### src/rtl/tdm_pkg.sv
package tdm_pkg;

   typedef enum logic [1:0] {
      ST_IDLE  = 2'd0,
      ST_ARMED = 2'd1,
      ST_COUNT = 2'd2
   } meas_state_t;

endpackage

### src/rtl/tdm_edge.sv
module tdm_edge #(
   parameter int SYNC_STAGES = 0
) (
   input  logic clk,
   input  logic rst_n,
   input  logic lvl_i,
   output logic lvl_o,
   output logic rise_o
);

   logic lvl_prev;

   if (SYNC_STAGES == 0) begin : g_direct
      assign lvl_o = lvl_i;
   end else begin : g_sync
      logic [SYNC_STAGES-1:0] shreg;
      always_ff @(posedge clk or negedge rst_n) begin
         if (!rst_n) shreg <= '0;
         else        shreg <= {shreg[SYNC_STAGES-2:0], lvl_i};
      end
      assign lvl_o = shreg[SYNC_STAGES-1];
   end

   always_ff @(posedge clk or negedge rst_n) begin
      if (!rst_n) lvl_prev <= 1'b0;
      else        lvl_prev <= lvl_o;
   end

   assign rise_o = lvl_o & ~lvl_prev;

endmodule

### src/rtl/tdm_meter.sv
module tdm_meter
   import tdm_pkg::*;
#(
   parameter int VW      = 8,
   parameter int MAX_CNT = 250,
   parameter int PRESC   = 4,
   parameter int WIN     = 64
) (
   input  logic          clk,
   input  logic          rst_n,
   input  logic          lvl_i,
   input  logic          rise_i,
   input  logic          start_i,
   input  logic          arm_i,
   output logic          close_o,
   output logic [VW-1:0] close_val_o
);

   localparam int TW = $clog2(WIN + 1);
   localparam logic [VW-1:0] CNT_LAST = VW'(MAX_CNT - 1);
   localparam logic [VW-1:0] CNT_SAT  = VW'(MAX_CNT);
   localparam logic [TW-1:0] WIN_LAST = TW'(WIN - 1);

   meas_state_t   st;
   logic [VW-1:0] cnt;
   logic [TW-1:0] tmr;
   logic          wrap_now;
   logic          rise_wrap;

   if (PRESC == 1) begin : g_no_presc
      assign wrap_now  = 1'b1;
      assign rise_wrap = 1'b1;
   end else begin : g_presc
      localparam int PW = $clog2(PRESC);
      localparam logic [PW-1:0] PH_LAST = PW'(PRESC - 1);
      logic [PW-1:0] ph;
      always_ff @(posedge clk or negedge rst_n) begin
         if (!rst_n)                          ph <= '0;
         else if (start_i)                    ph <= '0;
         else if (st == ST_ARMED && rise_i)   ph <= PW'(1);
         else if (st == ST_COUNT)             ph <= (ph == PH_LAST) ? '0 : ph + PW'(1);
      end
      assign wrap_now  = (ph == PH_LAST);
      assign rise_wrap = 1'b0;
   end

   always_comb begin
      close_o     = 1'b0;
      close_val_o = cnt;
      if (start_i) begin
         close_o     = (st != ST_IDLE);
         close_val_o = (st == ST_ARMED) ? '0 : cnt;
      end else begin
         case (st)
            ST_ARMED: if (!rise_i && tmr == WIN_LAST) begin
               close_o     = 1'b1;
               close_val_o = '0;
            end
            ST_COUNT: if (!lvl_i) begin
               close_o     = 1'b1;
               close_val_o = cnt;
            end else if (wrap_now && cnt == CNT_LAST) begin
               close_o     = 1'b1;
               close_val_o = CNT_SAT;
            end
            default: ;
         endcase
      end
   end

   always_ff @(posedge clk or negedge rst_n) begin
      if (!rst_n) begin
         st  <= ST_IDLE;
         cnt <= '0;
         tmr <= '0;
      end else if (start_i) begin
         st  <= arm_i ? ST_ARMED : ST_IDLE;
         cnt <= '0;
         tmr <= '0;
      end else begin
         case (st)
            ST_ARMED: begin
               if (rise_i) begin
                  st  <= ST_COUNT;
                  cnt <= rise_wrap ? VW'(1) : '0;
               end else if (tmr == WIN_LAST) begin
                  st <= ST_IDLE;
               end else begin
                  tmr <= tmr + TW'(1);
               end
            end
            ST_COUNT: begin
               if (!lvl_i)                   st  <= ST_IDLE;
               else if (wrap_now) begin
                  if (cnt == CNT_LAST)       st  <= ST_IDLE;
                  else                       cnt <= cnt + VW'(1);
               end
            end
            default: ;
         endcase
      end
   end

   // no result ever exceeds the ceiling
   p_sat_bound_r3: assert property (@(posedge clk) disable iff (!rst_n)
      close_o |-> close_val_o <= CNT_SAT);

   // between prescaler wraps the count holds
   p_count_hold_r2: assert property (@(posedge clk) disable iff (!rst_n)
      (st == ST_COUNT && lvl_i && !start_i && !wrap_now) |=> $stable(cnt));

endmodule

### src/rtl/tdm_queue.sv
module tdm_queue #(
   parameter int DEPTH = 4,
   parameter int VW    = 8
) (
   input  logic          clk,
   input  logic          rst_n,
   input  logic          push_i,
   input  logic          push_ready_i,
   input  logic [VW-1:0] push_val_i,
   input  logic          close_i,
   input  logic [VW-1:0] close_val_i,
   input  logic          pop_req_i,
   output logic          full_o,
   output logic          pop_o,
   output logic          head_valid_o,
   output logic [VW-1:0] head_val_o
);

   localparam int AW = $clog2(DEPTH);
   localparam logic [AW:0] FULL_OCC = (AW+1)'(DEPTH);

   logic [VW-1:0]    val_q [DEPTH];
   logic [DEPTH-1:0] done_q;
   logic [AW-1:0]    wr_ptr, rd_ptr, open_idx;
   logic [AW:0]      occ;

   assign full_o       = (occ == FULL_OCC);
   assign head_valid_o = (occ != '0) && done_q[rd_ptr];
   assign head_val_o   = val_q[rd_ptr];
   assign pop_o        = pop_req_i && head_valid_o;

   for (genvar i = 0; i < DEPTH; i++) begin : g_slot
      always_ff @(posedge clk or negedge rst_n) begin
         if (!rst_n) begin
            val_q[i]  <= '0;
            done_q[i] <= 1'b0;
         end else if (push_i && wr_ptr == AW'(i)) begin
            val_q[i]  <= push_val_i;
            done_q[i] <= push_ready_i;
         end else if (close_i && open_idx == AW'(i)) begin
            val_q[i]  <= close_val_i;
            done_q[i] <= 1'b1;
         end
      end
   end

   always_ff @(posedge clk or negedge rst_n) begin
      if (!rst_n) begin
         wr_ptr   <= '0;
         rd_ptr   <= '0;
         open_idx <= '0;
         occ      <= '0;
      end else begin
         if (push_i) wr_ptr <= wr_ptr + AW'(1);
         if (pop_o)  rd_ptr <= rd_ptr + AW'(1);
         if (push_i && !push_ready_i) open_idx <= wr_ptr;
         case ({push_i, pop_o})
            2'b10:   occ <= occ + (AW+1)'(1);
            2'b01:   occ <= occ - (AW+1)'(1);
            default: ;
         endcase
      end
   end

   // occupancy never exceeds the queue depth
   p_occ_bound_r7: assert property (@(posedge clk) disable iff (!rst_n)
      occ <= FULL_OCC);

   // a closing result always lands on a live, unfinished entry
   p_close_target_r9: assert property (@(posedge clk) disable iff (!rst_n)
      close_i |-> (occ != '0) && !done_q[open_idx]);

   // a removal request without a ready head leaves occupancy alone
   p_ignored_pop_r10: assert property (@(posedge clk) disable iff (!rst_n)
      (pop_req_i && !head_valid_o && !push_i) |=> occ == $past(occ));

endmodule

### src/rtl/thr_dur_meter.sv
module thr_dur_meter #(
   parameter int VW          = 8,
   parameter int MAX_CNT     = 250,
   parameter int PRESC       = 4,
   parameter int WIN         = 64,
   parameter int DEPTH       = 4,
   parameter int DIS_VAL     = 255,
   parameter int SYNC_STAGES = 0
) (
   input  logic          clk,
   input  logic          rst_n,
   input  logic          meas_en,
   input  logic          layer_or,
   input  logic          trig_ack,
   input  logic          rd_done,
   output logic          head_valid,
   output logic [VW-1:0] head_value,
   output logic          overflow
);

   localparam logic [VW-1:0] DIS_W = VW'(DIS_VAL);

   initial begin : p_param_chk
      assert (MAX_CNT >= 2 && MAX_CNT < (1 << VW)) else $error("MAX_CNT out of range");
      assert (DIS_VAL >= 0 && DIS_VAL < (1 << VW)) else $error("DIS_VAL out of range");
      assert (DEPTH >= 2 && (DEPTH & (DEPTH - 1)) == 0) else $error("DEPTH must be a power of two");
      assert (PRESC >= 1 && WIN >= 1 && SYNC_STAGES >= 0) else $error("bad timing parameters");
   end

   logic          or_s, or_rise;
   logic          q_full, q_pop, accept;
   logic          m_close;
   logic [VW-1:0] m_close_val;

   assign accept = trig_ack && (!q_full || q_pop);

   tdm_edge #(.SYNC_STAGES(SYNC_STAGES)) edge_i (
      .clk    (clk),
      .rst_n  (rst_n),
      .lvl_i  (layer_or),
      .lvl_o  (or_s),
      .rise_o (or_rise)
   );

   tdm_meter #(.VW(VW), .MAX_CNT(MAX_CNT), .PRESC(PRESC), .WIN(WIN)) meter_i (
      .clk         (clk),
      .rst_n       (rst_n),
      .lvl_i       (or_s),
      .rise_i      (or_rise),
      .start_i     (accept),
      .arm_i       (accept && meas_en),
      .close_o     (m_close),
      .close_val_o (m_close_val)
   );

   tdm_queue #(.DEPTH(DEPTH), .VW(VW)) queue_i (
      .clk          (clk),
      .rst_n        (rst_n),
      .push_i       (accept),
      .push_ready_i (!meas_en),
      .push_val_i   (meas_en ? '0 : DIS_W),
      .close_i      (m_close),
      .close_val_i  (m_close_val),
      .pop_req_i    (rd_done),
      .full_o       (q_full),
      .pop_o        (q_pop),
      .head_valid_o (head_valid),
      .head_val_o   (head_value)
   );

   always_ff @(posedge clk or negedge rst_n) begin
      if (!rst_n) overflow <= 1'b0;
      else        overflow <= trig_ack && q_full && !q_pop;
   end

   // an overflow pulse is always caused by an acknowledge one cycle earlier
   p_ovf_cause_r8: assert property (@(posedge clk) disable iff (!rst_n)
      overflow |-> $past(trig_ack));

   // overflow lasts a single cycle unless acknowledges keep arriving
   p_ovf_pulse_r8: assert property (@(posedge clk) disable iff (!rst_n)
      (overflow && !trig_ack) |=> !overflow);

endmodule

### config.mk
export PLATFORM = sky130hd
export DESIGN_NAME = thr_dur_meter
export DESIGN_NICKNAME = d
export VERILOG_FILES = /design/src/rtl/tdm_pkg.sv /design/src/rtl/tdm_edge.sv /design/src/rtl/tdm_meter.sv /design/src/rtl/tdm_queue.sv /design/src/rtl/thr_dur_meter.sv
export SDC_FILE = /design/constraint.sdc
export NUM_CORES = 1
export LEC_CHECK = 0
export ABC_AREA = 1
export BUFFER_PORTS_ARGS = -buffer_cell sky130_fd_sc_hd__buf_2
export CORE_UTILIZATION = 58
export DETAILED_ROUTE_END_ITERATION = 8
export PLACE_DENSITY = 0.76
export SETUP_SLACK_MARGIN = 0.1
export SLEW_MARGIN = 20
export SYNTH_ARGS = -nofsm -noshare
export SYNTH_HDL_FRONTEND = slang
export SYNTH_SLANG_ARGS = --single-unit
### constraint.sdc
create_clock -name clk -period 2.6 [get_ports clk]
set_input_delay 0.26 -clock clk [delete_from_list [all_inputs] [get_ports clk]]
set_output_delay 0.26 -clock clk [all_outputs]
set_load 0.01 [all_outputs]
# Word level (Yosys, flattened, before mapping)
# Cells that the tools add are included.
[totals]
word_cells = 146
output_inout_bits = 10
input_bits = 6
register_bits = 66
[classes]
mux = 56
n_reduce_logical = 37
n_eq_ne = 23
order_cmp = 2
add_sub_neg = 7
bitwise = 3
[ops]
columns = ["cell", "n"]
rows = [
  ["two-way mux 8 bit", 21],
  ["case mux 8 bit (2 select lines)", 2],
  ["two-way mux 7 bit", 4],
  ["two-way mux 2 bit", 10],
  ["logical AND 1 bit", 17],
  ["binary-select mux 8 bit (select 2 bit)", 1],
  ["== test 2 bit, second input constant", 7],
  ["two-way mux 1 bit", 14],
  ["nonzero test 2 bit", 7],
  ["nonzero test 3 bit", 3],
  ["adder 8 x 1 -> 8 bit, second input constant", 1],
  ["== test 2 x 1 -> 1 bit, second input constant", 4],
  ["== test 8 bit, second input constant", 1],
  ["inequality test 4 x 2 -> 1 bit, second input constant", 2],
  ["adder 7 x 1 -> 7 bit, second input constant", 1],
  ["== test 7 x 6 -> 1 bit, second input constant", 1],
  ["adder 2 x 1 -> 2 bit, second input constant", 3],
  ["inequality test 3 x 1 -> 1 bit, second input constant", 2],
  ["inequality test 3 x 2 -> 1 bit, second input constant", 2],
  ["case mux 3 bit (2 select lines)", 1],
  ["AND reduction 5 bit", 1],
  ["logical NOT 1 bit", 4],
  ["logical NOT 2 bit", 2],
  ["inequality test 2 x 1 -> 1 bit, second input constant", 2],
  ["other kinds (15)", 15],
]

# Longest topological paths before layout
[logic_depth]
word_depth = 10
depth_mapped = 16
mapped_depth_nobuf = 14

# By module
# A second synthesis with hierarchy kept.
[unflattened]
hier_cells = 519
area_unflattened_um2 = 3982.6
[by_module_without_submodules]
columns = ["mod", "n_inst", "area_each_um2", "seq_area_each_um2", "cells_each"]
rows = [
  ["tdm_queue", 1, 2463.6, 1126.1, 304],
  ["tdm_meter", 1, 1413.9, 475.5, 202],
  ["thr_dur_meter", 1, 62.6, 25.0, 9],
  ["tdm_edge", 1, 42.5, 25.0, 4],
]

# Worst setup path after synthesis
# OpenSTA, ideal clock, no wires.
[synth_path]
kind = "flip-flop to flip-flop"
startpoint = "reg queue_i.rd_ptr[0]"
endpoint = "reg queue_i.occ[2]"
n_path_buf = 4
path_slack_ns = 0.223
stages_incl_launch_ff = 17
arrival_ns = 2.246
period_less_slack_ns = 2.377
required_time_ns = 2.469
setup_ns = 0.131
path_cell_list = "dfrtp_1 buf_4 inv_2 buf_6 nand2_2 nand3_2 nand2_2 nand3_4 nand2_2 nand2_2 buf_6 buf_2 ha_1 fa_1 a21oi_1 o21ai_0 xor2_1"
[synth_between]
elab_chain_cells = 8
elab_cells_between_ends = 10
[synth_lines]
columns = ["item", "line", "text"]
rows = [
  ["from (decl)", "tdm_queue.sv:24", "logic [AW-1:0] wr_ptr, rd_ptr, open_idx;"],
  ["from (signal assigned)", "tdm_queue.sv:55", "if (pop_o) rd_ptr <= rd_ptr + AW'(1);"],
  ["binary-select mux 1 bit (select 2 bit) *", "tdm_queue.sv:28", "assign head_valid_o = (occ != '0) && done_q[rd_ptr];"],
  ["two-way mux 1 bit (implied by the code) *", "tdm_queue.sv:28", ""],
  ["logical AND 1 bit *", "tdm_queue.sv:28", ""],
  ["logical AND 1 bit *", "tdm_queue.sv:30", "assign pop_o = pop_req_i && head_valid_o;"],
  ["logical OR 1 bit", "thr_dur_meter.sv:35", "assign accept = trig_ack && (!q_full || q_pop);"],
  ["logical AND 1 bit", "thr_dur_meter.sv:35", ""],
  ["== test 2 x 1 -> 1 bit or == test 2 bit (tied branches)", "tdm_queue.sv:57", "case ({push_i, pop_o})"],
  ["case mux 3 bit (2 select lines) or nonzero test 2 bit (tied branches)", "--", ""],
  ["to (signal assigned)", "tdm_queue.sv:58", "2'b10: occ <= occ + (AW+1)'(1);"],
  ["to (signal assigned)", "tdm_queue.sv:59", "2'b01: occ <= occ - (AW+1)'(1);"],
  ["to (decl)", "tdm_queue.sv:25", "logic [AW:0] occ;"],
]
# Every way passes the cells marked *; elsewhere a longest branch is shown, timed or not. The select of a mux whose other input is x is not followed.
# A chain may end at the register's enable or synchronous reset.

# Worst setup path in the final report
[layout_path]
startpoint = "reg queue_i.rd_ptr[1]"
endpoint = "reg meter_i.cnt[1]"
[layout_between]
elab_chain_cells = 8
elab_cells_between_ends = 13
[layout_lines]
columns = ["item", "line", "text"]
rows = [
  ["binary-select mux 1 bit (select 2 bit) *", "tdm_queue.sv:28", ""],
  ["two-way mux 1 bit (implied by the code) *", "tdm_queue.sv:28", ""],
  ["logical AND 1 bit *", "tdm_queue.sv:28", ""],
  ["logical AND 1 bit *", "tdm_queue.sv:30", ""],
  ["logical OR 1 bit *", "thr_dur_meter.sv:35", ""],
  ["logical AND 1 bit *", "thr_dur_meter.sv:35", ""],
  ["inequality test 3 x 1 -> 1 bit (no line), or another cell as far along", "--", ""],
  ["AND reduction 5 bit (no line)", "--", ""],
  ["to (signal assigned)", "tdm_meter.sv:85", "cnt <= rise_wrap ? VW'(1) : '0;"],
  ["to (signal assigned)", "tdm_meter.sv:96", "else cnt <= cnt + VW'(1);"],
  ["to (decl)", "tdm_meter.sv:25", "logic [VW-1:0] cnt;"],
]
# Marks and branches as above.

==> results.md <==
- Status: finished, final reports clean
- Fmax: 0.441 GHz
- Detail Placement HPWL: roughly 6.2 mm
- Share of the yosys chip area belonging to registers: 42.8%
- Post-Route WL: 8.55 mm
- Pin count of the biggest net entering global routing: 41
- Synth top area share: 42.8%
- Synth-to-layout area growth: 7.14%
- Ranking of synthesized cells by area: dfrtp_1 43%, nand2_1 18%, nand3_1 4.8%
- Power Total: 4.34 mW
- Leakage power: around 2.2 nW
- Layout cell share with drive strength beyond 1: 12.3%
- Final non-filler cell total: 604
- Synth area leader: dfrtp_1
- Synthesized instance count: 507
- Dpl cells: 589
- Yosys warns: 0
- Vias per inst: between 5 and 6
- Flop2flop setup slack: 0.33 ns
- Drt first pass iters: 4
- Number of port buffers: 15
- Pwr dens: 1050 nW/um^2
- Num CTS Buffers: 9
- I/O pin count: 16
- Clock Path Buffers: 2
- Final routed DRC violation total: 0
- Syn nets: 526
- Core region area: about 6400 um^2
- Max H-tree Level: 3
- Hold EP: edge_i.lvl_prev
- First-pass GRT wire length: 15.0 mm
- Nets: 543
- Die height: between 80 and 90 um
- Final setup fails: 0
- Critical Path End Type: register
- Worst reg2reg path startpoint: queue_i.rd_ptr[1]
- Mapped Area: 3860 um^2
- Reg-to-Reg End: meter_i.cnt[1]
- Hold path start: layer_or
- Post-synth top cells: 186 x nand2_1, 66 x dfrtp_1, 43 x nor2_1
- Hold Path Class: in -> reg
- Cell Rows: 29
- CP Max Fanout: 27
- VDD IR max: between 0.0006 and 0.0007 V
- Setup_tns: 0 ns
- Slew Limit Fails: 0
- Pre-CTS setup slack: 0.250 ns
- Starting Density: 60.4%
- CTS sink count: 66
- Vias in the first global route: 3219
- Synthesis-stage register bit count: 66
- Max-slew headroom: about three fifths
- Gr ovfl total: 0
- Chip Width: ~84 um
- Fin util: 64.7%
- Hold Path Depth: 1
- R2r worst-path depth: 12
- Final hold violations: 0
- Most used DFF post-synth: dfrtp_1
- # diodes: 0
- CP required: 2.82 ns
- Min Clock Period, post-route: 2.27 ns
- CP startpoint kind: register
- Syn avg cell area: 7.61 um^2
- Most numerous cell in the Yosys netlist: nand2_1
- Reg clk slew, reported paths: 0.06 ns
- Die area: 6980 um^2
- Initial antenna violation count: 0
- Yosys cell types: 33
- RSZ-0062 raised after global routing: true
- Max-cap violations: 0
- CTS tree: built
- Final period utilization: 87.3%
- Setup CP Type: reg -> reg
- Post-CTS Setup Bufs: 0
- Least-Margin Pin Slew: 0.619 ns
- Worst Skew: 0.00850 ns
- Setup slack after layout: 0.330 ns
- Clk root buf: clkbuf_8
- All-Layer GR Usage: 27.2%
- Worst-Skew Late Latency: 0.35 ns
- Post-synth EDFFs: 0
- Asr flop ratio synth: 100%
- WL/cell: 14.2 um
- ANT nets after route: 0
- Worst EP arrival: 2.49 ns
- DRC marker count from the first detailed-route iteration: 186
- RD Place Congestion: 0.880
- Via Count: 3297
-- registers in the layout, summed over array words and instances, names as in the netlist --
register and flops:
overflow 1, queue_i.occ 3, queue_i.rd_ptr 2, meter_i.tmr 7, queue_i.done_q 4, meter_i.g_presc.ph 2
meter_i.st 2, meter_i.cnt 8, edge_i.lvl_prev 1, queue_i.open_idx 2, queue_i.wr_ptr 2, queue_i.val_q 32
-- repair_timing --
action                                  CTS  global route
resized for setup                         0             2
endpoints found under the setup margin    0            10
hold buffers                              1             0
endpoints found under the hold margin    26             0
-- layer usage --
layer,track usage (%),part of all wire [%],up-vias
met3,5.44,3.5,15
met2,44.6,49,71
li1,-,-,1658
met4,10.9,2.1,0
met1,35.5,46,1553
met5,0,0,-
-- cells by family (layout without fill, tap and decap cells) --
logic type / after synthesis / after routing / synth area share [%]
AOI/OAI and AO/OA: 66 / 66 / 10.6
DFF: 66 / 66 / 42.8
and+or+nand+nor: 292 / 292 / 32.3
adders and majority gates: 13 / 13 / 4.41
buffers and inverters: 60 / 80 / 7.59
xor gates and xnor gates: 10 / 10 / 2.27
-- worst max path at each step --
stage | slack, ns | depth (start not counted) | from | to
2_1_floorplan | 0.22 | 16 | queue_i.rd_ptr[0] | queue_i.occ[2]
3_3_place_gp | 0.37 | 12 | queue_i.rd_ptr[1] | meter_i.cnt[1]
3_5_place_dp | 0.25 | 12 | queue_i.rd_ptr[1] | meter_i.cnt[1]
4_1_cts | 0.21 | 12 | queue_i.rd_ptr[1] | meter_i.cnt[1]
5_1_grt | 0.07 | 12 | queue_i.rd_ptr[1] | meter_i.cnt[1]
6_report | 0.33 | 12 | queue_i.rd_ptr[1] | meter_i.cnt[1]
-- cells in the final DEF (no fill, tap or decap), types with 9 or more instances in the layout --
master / Yosys / layout
inv_1: 35 / 35
nand2_1: 186 / 185
clkbuf_8: 0 / 10
o21ai_0: 30 / 30
o22ai_1: 9 / 9
buf_2: 3 / 15
nand3_1: 37 / 37
nor2_1: 43 / 42
o21ai_1: 10 / 10
ha_1: 12 / 12
dfrtp_1: 66 / 66
-- power by group --
part           internal (mW)  switching, mW
Combinational          0.714           1.32
Sequential              1.34          0.235
Clock                  0.358          0.371
Total                   2.41           1.92
-- area by class of cell --
class | instances | area [um^2]
inverters | 44 | 165
repair buffers | 22 | 143
well taps | 77 | 96.3
clock inverters | 3 | 17.5
flip-flops and latches | 66 | 1650
fillers | 577 | 2250
multi-input cells | 381 | 1920
clock buffers | 11 | 141
-- stage by stage --
| stage | hold slack, ns | instance area, um^2 |
|---|---|---|
| 2_1_floorplan | -0.0356 | 3860 |
| 3_3_place_gp | 0.306 | 3960 |
| 3_5_place_dp | 0.314 | 3960 |
| 4_1_cts | 0.0910 | 4130 |
| 5_1_grt | 0.0931 | 4130 |
| 6_report | 0.103 | 4130 |
-- worst max-delay path, cell delays in order, from the launching register on --
cell	delay (ns)
dfrtp_1	0.54
inv_1	0.10
nand3_1	0.12
nand2_2	0.08
nand3_4	0.08
nand2_2	0.08
nand2_2	0.11
buf_4	0.32
nand3_1	0.20
nand2_2	0.22
inv_1	0.12
nand2_1	0.08
o21ai_0	0.08
Power figures use the tool's default switching activity.
